===== src/rtl/tsdm_pkg.sv =====
package tsdm_pkg;
  localparam int unsigned ALPHA_DEF = 14;
  localparam int unsigned RATIO_DEF = 6;
  localparam int unsigned LEN_W_DEF = 4;
endpackage


===== src/rtl/tsdm_unit_timer.sv =====
module tsdm_unit_timer #(
  parameter int unsigned ALPHA = tsdm_pkg::ALPHA_DEF,
  localparam int unsigned CNT_W = $clog2(ALPHA)
) (
  input  logic clk_i,
  input  logic rst_ni,
  input  logic run_i,
  input  logic long_i,
  output logic phase_o,
  output logic end_unit_o,
  output logic end_cycle_o
);
  logic             phase_q;
  logic [CNT_W-1:0] unit_q;

  assign end_unit_o  = run_i & phase_q;
  assign end_cycle_o = end_unit_o & (~long_i | (unit_q == CNT_W'(ALPHA - 1)));
  assign phase_o     = phase_q;

  always_ff @(posedge clk_i or negedge rst_ni) begin
    if (!rst_ni) begin
      phase_q <= 1'b0;
      unit_q  <= '0;
    end else if (!run_i) begin
      phase_q <= 1'b0;
      unit_q  <= '0;
    end else begin
      phase_q <= ~phase_q;
      if (end_cycle_o)     unit_q <= '0;
      else if (end_unit_o) unit_q <= unit_q + 1'b1;
    end
  end
endmodule


===== src/rtl/tsdm_dem_ptr.sv =====
module tsdm_dem_ptr #(
  parameter int unsigned NSRC = tsdm_pkg::RATIO_DEF + 1,
  localparam int unsigned IDX_W = $clog2(NSRC)
) (
  input  logic             clk_i,
  input  logic             rst_ni,
  input  logic             clr_i,
  input  logic             adv_i,
  output logic [IDX_W-1:0] idx_o
);
  logic [IDX_W-1:0] idx_q;
  assign idx_o = idx_q;

  always_ff @(posedge clk_i or negedge rst_ni) begin
    if (!rst_ni)     idx_q <= '0;
    else if (clr_i)  idx_q <= '0;
    else if (adv_i)  idx_q <= (idx_q == IDX_W'(NSRC - 1)) ? '0 : idx_q + 1'b1;
  end
endmodule


===== src/rtl/tsdm_seq.sv =====
module tsdm_seq #(
  parameter int unsigned ALPHA = tsdm_pkg::ALPHA_DEF,
  parameter int unsigned RATIO = tsdm_pkg::RATIO_DEF,
  parameter int unsigned LEN_W = tsdm_pkg::LEN_W_DEF,
  localparam int unsigned NSRC  = RATIO + 1,
  localparam int unsigned IDX_W = $clog2(NSRC)
) (
  input  logic             clk_i,
  input  logic             rst_ni,
  input  logic             start_i,
  input  logic [LEN_W-1:0] conv_len_i,
  input  logic             bit_i,
  output logic             busy_o,
  output logic             chop_o,
  output logic             swap_o,
  output logic             sel_vbe_o,
  output logic             sel_dvbe_o,
  output logic [IDX_W-1:0] dem_idx_o,
  output logic             bs_valid_o,
  output logic             bs_bit_o,
  output logic             done_o
);
  logic             busy_q, chop_q, long_q, bsv_q, bsb_q, done_q;
  logic [LEN_W-1:0] len_q, cyc_q;
  logic             phase, end_unit, end_cycle, last_cyc, accept;
  logic [IDX_W-1:0] idx;

  tsdm_unit_timer #(.ALPHA(ALPHA)) u_timer (
    .clk_i, .rst_ni,
    .run_i      (busy_q),
    .long_i     (long_q),
    .phase_o    (phase),
    .end_unit_o (end_unit),
    .end_cycle_o(end_cycle)
  );

  tsdm_dem_ptr #(.NSRC(NSRC)) u_dem (
    .clk_i, .rst_ni,
    .clr_i (end_cycle | ~busy_q),
    .adv_i (end_unit & long_q),
    .idx_o (idx)
  );

  assign accept   = start_i & ~busy_q;
  assign last_cyc = (cyc_q == len_q - 1'b1);

  always_ff @(posedge clk_i or negedge rst_ni) begin
    if (!rst_ni) begin
      busy_q <= 1'b0; chop_q <= 1'b0; long_q <= 1'b0;
      len_q  <= '0;   cyc_q  <= '0;
      bsv_q  <= 1'b0; bsb_q  <= 1'b0; done_q <= 1'b0;
    end else begin
      bsv_q  <= busy_q & end_cycle;
      done_q <= busy_q & end_cycle & last_cyc & chop_q;
      if (busy_q & end_cycle) bsb_q <= bit_i ^ chop_q;
      if (accept) begin
        busy_q <= 1'b1;
        chop_q <= 1'b0;
        long_q <= 1'b1;
        cyc_q  <= '0;
        len_q  <= (conv_len_i == '0) ? LEN_W'(1) : conv_len_i;
      end else if (busy_q & end_cycle) begin
        if (last_cyc) begin
          cyc_q  <= '0;
          long_q <= 1'b1;  // each conversion opens with a long cycle
          if (chop_q) busy_q <= 1'b0;
          else        chop_q <= 1'b1;
        end else begin
          cyc_q  <= cyc_q + 1'b1;
          long_q <= ~bit_i;
        end
      end
    end
  end

  assign busy_o     = busy_q;
  assign chop_o     = busy_q & chop_q;
  assign swap_o     = busy_q & phase;
  assign sel_vbe_o  = busy_q & ~long_q;
  assign sel_dvbe_o = busy_q & long_q;
  assign dem_idx_o  = (busy_q & long_q) ? idx : '0;
  assign bs_valid_o = bsv_q;
  assign bs_bit_o   = bsb_q;
  assign done_o     = done_q;
endmodule


===== config.mk =====
export PLATFORM = sky130hd
export DESIGN_NAME = tsdm_seq
export DESIGN_NICKNAME = d
export VERILOG_FILES = /design/src/rtl/tsdm_pkg.sv /design/src/rtl/tsdm_unit_timer.sv /design/src/rtl/tsdm_dem_ptr.sv /design/src/rtl/tsdm_seq.sv
export SDC_FILE = /design/constraint.sdc
export NUM_CORES = 1
export LEC_CHECK = 0
export BUFFER_PORTS_ARGS = -buffer_cell sky130_fd_sc_hd__buf_4
export CORE_MARGIN = 2
export CORE_UTILIZATION = 40
export DETAILED_ROUTE_END_ITERATION = 10
export HOLD_SLACK_MARGIN = 0.03
export PLACE_DENSITY_LB_ADDON = 0.25
export SLEW_MARGIN = 20
export SYNTH_ARGS = -nofsm -noshare
export SYNTH_HDL_FRONTEND = slang
export SYNTH_SLANG_ARGS = --single-unit

===== constraint.sdc =====
create_clock -name clk_i -period 5.11 [get_ports clk_i]
set_input_delay 0.511 -clock clk_i [delete_from_list [all_inputs] [get_ports clk_i]]
set_output_delay 0.511 -clock clk_i [all_outputs]
set_load 0.1 [all_outputs]

==> flow_metrics.tcl <==
set metrics [dict create \
    power_density_nw_per_um2 660 \
    place_worst_setup_slack_ns 3.31 \
    clock_insertion_delay_at_the_later_pin_of_the_skew_report_ns 0.31 \
    number_of_setup_buffers_added_after_cts 0 \
    synthDistinctLibCells 29 \
    r2r_slack_ns 3.31 \
    static-leakage-power_nw 0.592 \
    clock_sink_count 22 \
    route.antenna.remaining_nets 0 \
    internal_portion_of_total_power_w 0.000411 \
    timing.reg2reg.worst_path_depth 7 \
    hold_path_class "primary input to async pin" \
    synth-edff-count 0 \
    syn-instance-count 105 \
    min_period_over_period_pct 38.2 \
    cts-resized-gates 0 \
    setup.worst_path.start_class "flop" \
    antenna_cells 0 \
    total_switching_power_w 0.000439 \
    netlist_area_um2 1110 \
    final.fill_count 271 \
    async_reset_ff_share_pct 100 \
    vias_per_cell 5.11 \
    clk_pin_slew_ns 0.12 \
    number_of_drc_violations_after_detailed_routing_iteration_0 21 \
    path_max_fanout 12 \
    critical_path_required_ns 4.60 \
    final-max-slew-violation-count 0 \
    reg2reg_to "cyc_q[3]" \
    dp_hpwl_um 1490 \
    avgRoutedWirePerCell_um 12.9 \
    crit-reg2reg-launch "len_q[0]" \
    tightestPinTransition_ns 0.698 \
    nets 136 \
    power.share.sequential_pct 35.6 \
    initial_core_util_pct 41.1 \
    floorplan.die_area_um2 3230 \
    cp-end-kind "output port" \
    grt_antenna_before_repair 0 \
    grt_max_degree 23 \
    maximum_ir_drop_on_the_vdd_rail_mv 0.455 \
    hold_violations 0 \
    setup-violations-final 0 \
    totalNegativeSetupSlack_ns 0 \
    switch_share_pct 51.6 \
    share_comb_of_total_power_pct 54.9 \
    pwr-share-clk_pct 9.4 \
    fin_worst_skew_ns 0.00815 \
    vertical_die_dimension_um 56.8 \
    cts-buffers-inserted 3 \
    io_pins 19 \
    worst_slew_margin_rel_pct 53.3 \
    grt_overflow_total 0 \
    final.setup.worst_slack_ns 3.16 \
    die_width_um 56.8 \
    first_global_vias 758 \
    postSynthAreaPerCell_um2 10.6 \
    drt_wl_total_um 1970 \
    routabilityCongestion 0.841 \
    max_freq_mhz 512 \
    global_route.usage.total_pct 12.8 \
    setup.worst_path.class "flop to output port" \
    port_buffers 18 \
    yosys_warnings 0 \
    grt_setup_unrepaired "no" \
    clk_root_buffer_cell "clkbuf_4" \
    synth_top_flop_cell "dfrtp_1" \
    remaining_drc_errors 0 \
    post_cts_hold_buffer_count 0 \
    cts_tree "done" \
    maxCapViolCount 0 \
    synth_fp_nets 117 \
    firstDrtPassIters 4 \
    syn_to_layout_area_delta_pct 15.6 \
    run_status "finished clean" \
    via_count 782 \
    core_region_area_um2 2710 \
    max-clock-path-buffers 2 \
    rows 19 \
    global_route_wire_length_before_repair_um 3230 \
    htree_levels 1 \
    fraction_of_the_yosys_area_taken_by_sequential_cells_pct 49.4 \
    critical_path_arrival_ns 1.44 \
    final_layout_size_suffix_gt1_share_pct 23.8 \
    yosys_reg_bits 22 \
    final_critical_period_ns 1.95 \
]
## worst max-delay path: stages (launching register included)
cell	delay, ns
dfrtp_1	0.54
and2_1	0.27
buf_4	0.32
## layout by cell type (no fill, tap or decap), types with 2 or more instances in the layout
master,instances
inv_1,4
clkbuf_4,3
nor3_1,4
a21oi_2,2
buf_4,18
o21ai_0,7
a21boi_4,2
nand4_1,3
nand2_1,7
nand3_1,3
nor2b_1,3
nor2_1,9
xnor2_1,4
xor2_1,3
mux2_2,3
a21oi_1,4
ha_1,4
dfrtp_1,22
and2_1,4
and3_1,4
## through the flow
| step | util, % | cell area [um2] | cells | total power [W] | hold slack, ns |
|---|---|---|---|---|---|
| after floorplan | - | 1110 | 105 | 0.000688 | 0.215 |
| after global placement | 46.7 | 1270 | 150 | 0.000766 | 0.417 |
| after detailed placement | 46.7 | 1270 | 150 | 0.000779 | 0.423 |
| after CTS | 47.6 | 1290 | 153 | 0.000857 | 0.0799 |
| after global routing | 47.6 | 1290 | 153 | 0.000896 | 0.0873 |
| final | 47.6 | 1290 | 153 | 0.000851 | 0.0681 |
## worst max-delay path by stage
stage                     startpoint         to  slack (ns)  cells after the start
after detailed placement    len_q[0]   cyc_q[3]        3.31                      7
final                         busy_o     swap_o        3.16                      2
after floorplan               busy_o  sel_vbe_o        2.01                      2
after CTS                     busy_o     swap_o        3.16                      2
after global placement      len_q[0]   cyc_q[3]        3.38                      7
after global routing          busy_o     swap_o        3.06                      2
## cell families after synthesis
family / after synthesis / synth area share (%)
AO/OA/AOI/OAI: 18 / 12.0
XOR/XNOR: 8 / 7.63
adder cells (fa/ha/maj): 4 / 4.49
buffers and inverters: 8 / 3.37
flip-flops: 22 / 49.4
multiplexers: 4 / 3.93
AND/OR/NAND/NOR: 41 / 19.2
## per-layer routing
metal / GRT usage [%] / vias up / wire length (um)
met2: 21.3 / 12 / 922
met4: 3.99 / 0 / 21
met1: 17.0 / 372 / 968
met3: 2.07 / 3 / 58
met5: 0 / - / 0
li1: - / 395 / -
## cells in the mapped netlist (4+ instances only)
cell      n  area [um2]
and2_1    4        25.0
nand2_1   7        26.3
o21ai_0   7        35.0
xnor2_1   4        35.0
nor2_1    9        33.8
ha_1      4        50.1
and3_1    4        25.0
nor3_1    4        20.0
a21oi_1   4        20.0
dfrtp_1  22         551
inv_1     4        15.0
## area by class of cell
type | instances | area [um2] | area share, %
Sequential cell | 22 | 551 | 42.7
Multi-Input combinational cell | 75 | 527 | 40.9
Timing Repair Buffer | 18 | 135 | 10.5
Tap cell | 31 | 38.8 | 3.01
Clock buffer | 3 | 22.5 | 1.75
Inverter | 4 | 15.0 | 1.17
## power by group through the flow
stage / clock (W) / combinational (W) / sequential, W
2_1_floorplan: 0 / 0.000364 / 0.000324
3_3_place_gp: 0 / 0.000461 / 0.000305
3_5_place_dp: 0 / 0.000471 / 0.000308
4_1_cts: 0.0000819 / 0.000472 / 0.000303
5_1_grt: 0.0000879 / 0.000495 / 0.000313
6_report: 0.0000802 / 0.000467 / 0.000303
## state kept, by name, summed over array words and instances (netlist names)
name and cells:
u_timer.phase_o 1, bs_bit_o 1, long_q 1, chop_q 1, done_o 1, cyc_q 4
bs_valid_o 1, u_timer.unit_q 4, len_q 4, busy_o 1, u_dem.idx_o 3
(Power assumes the default switching activity.)
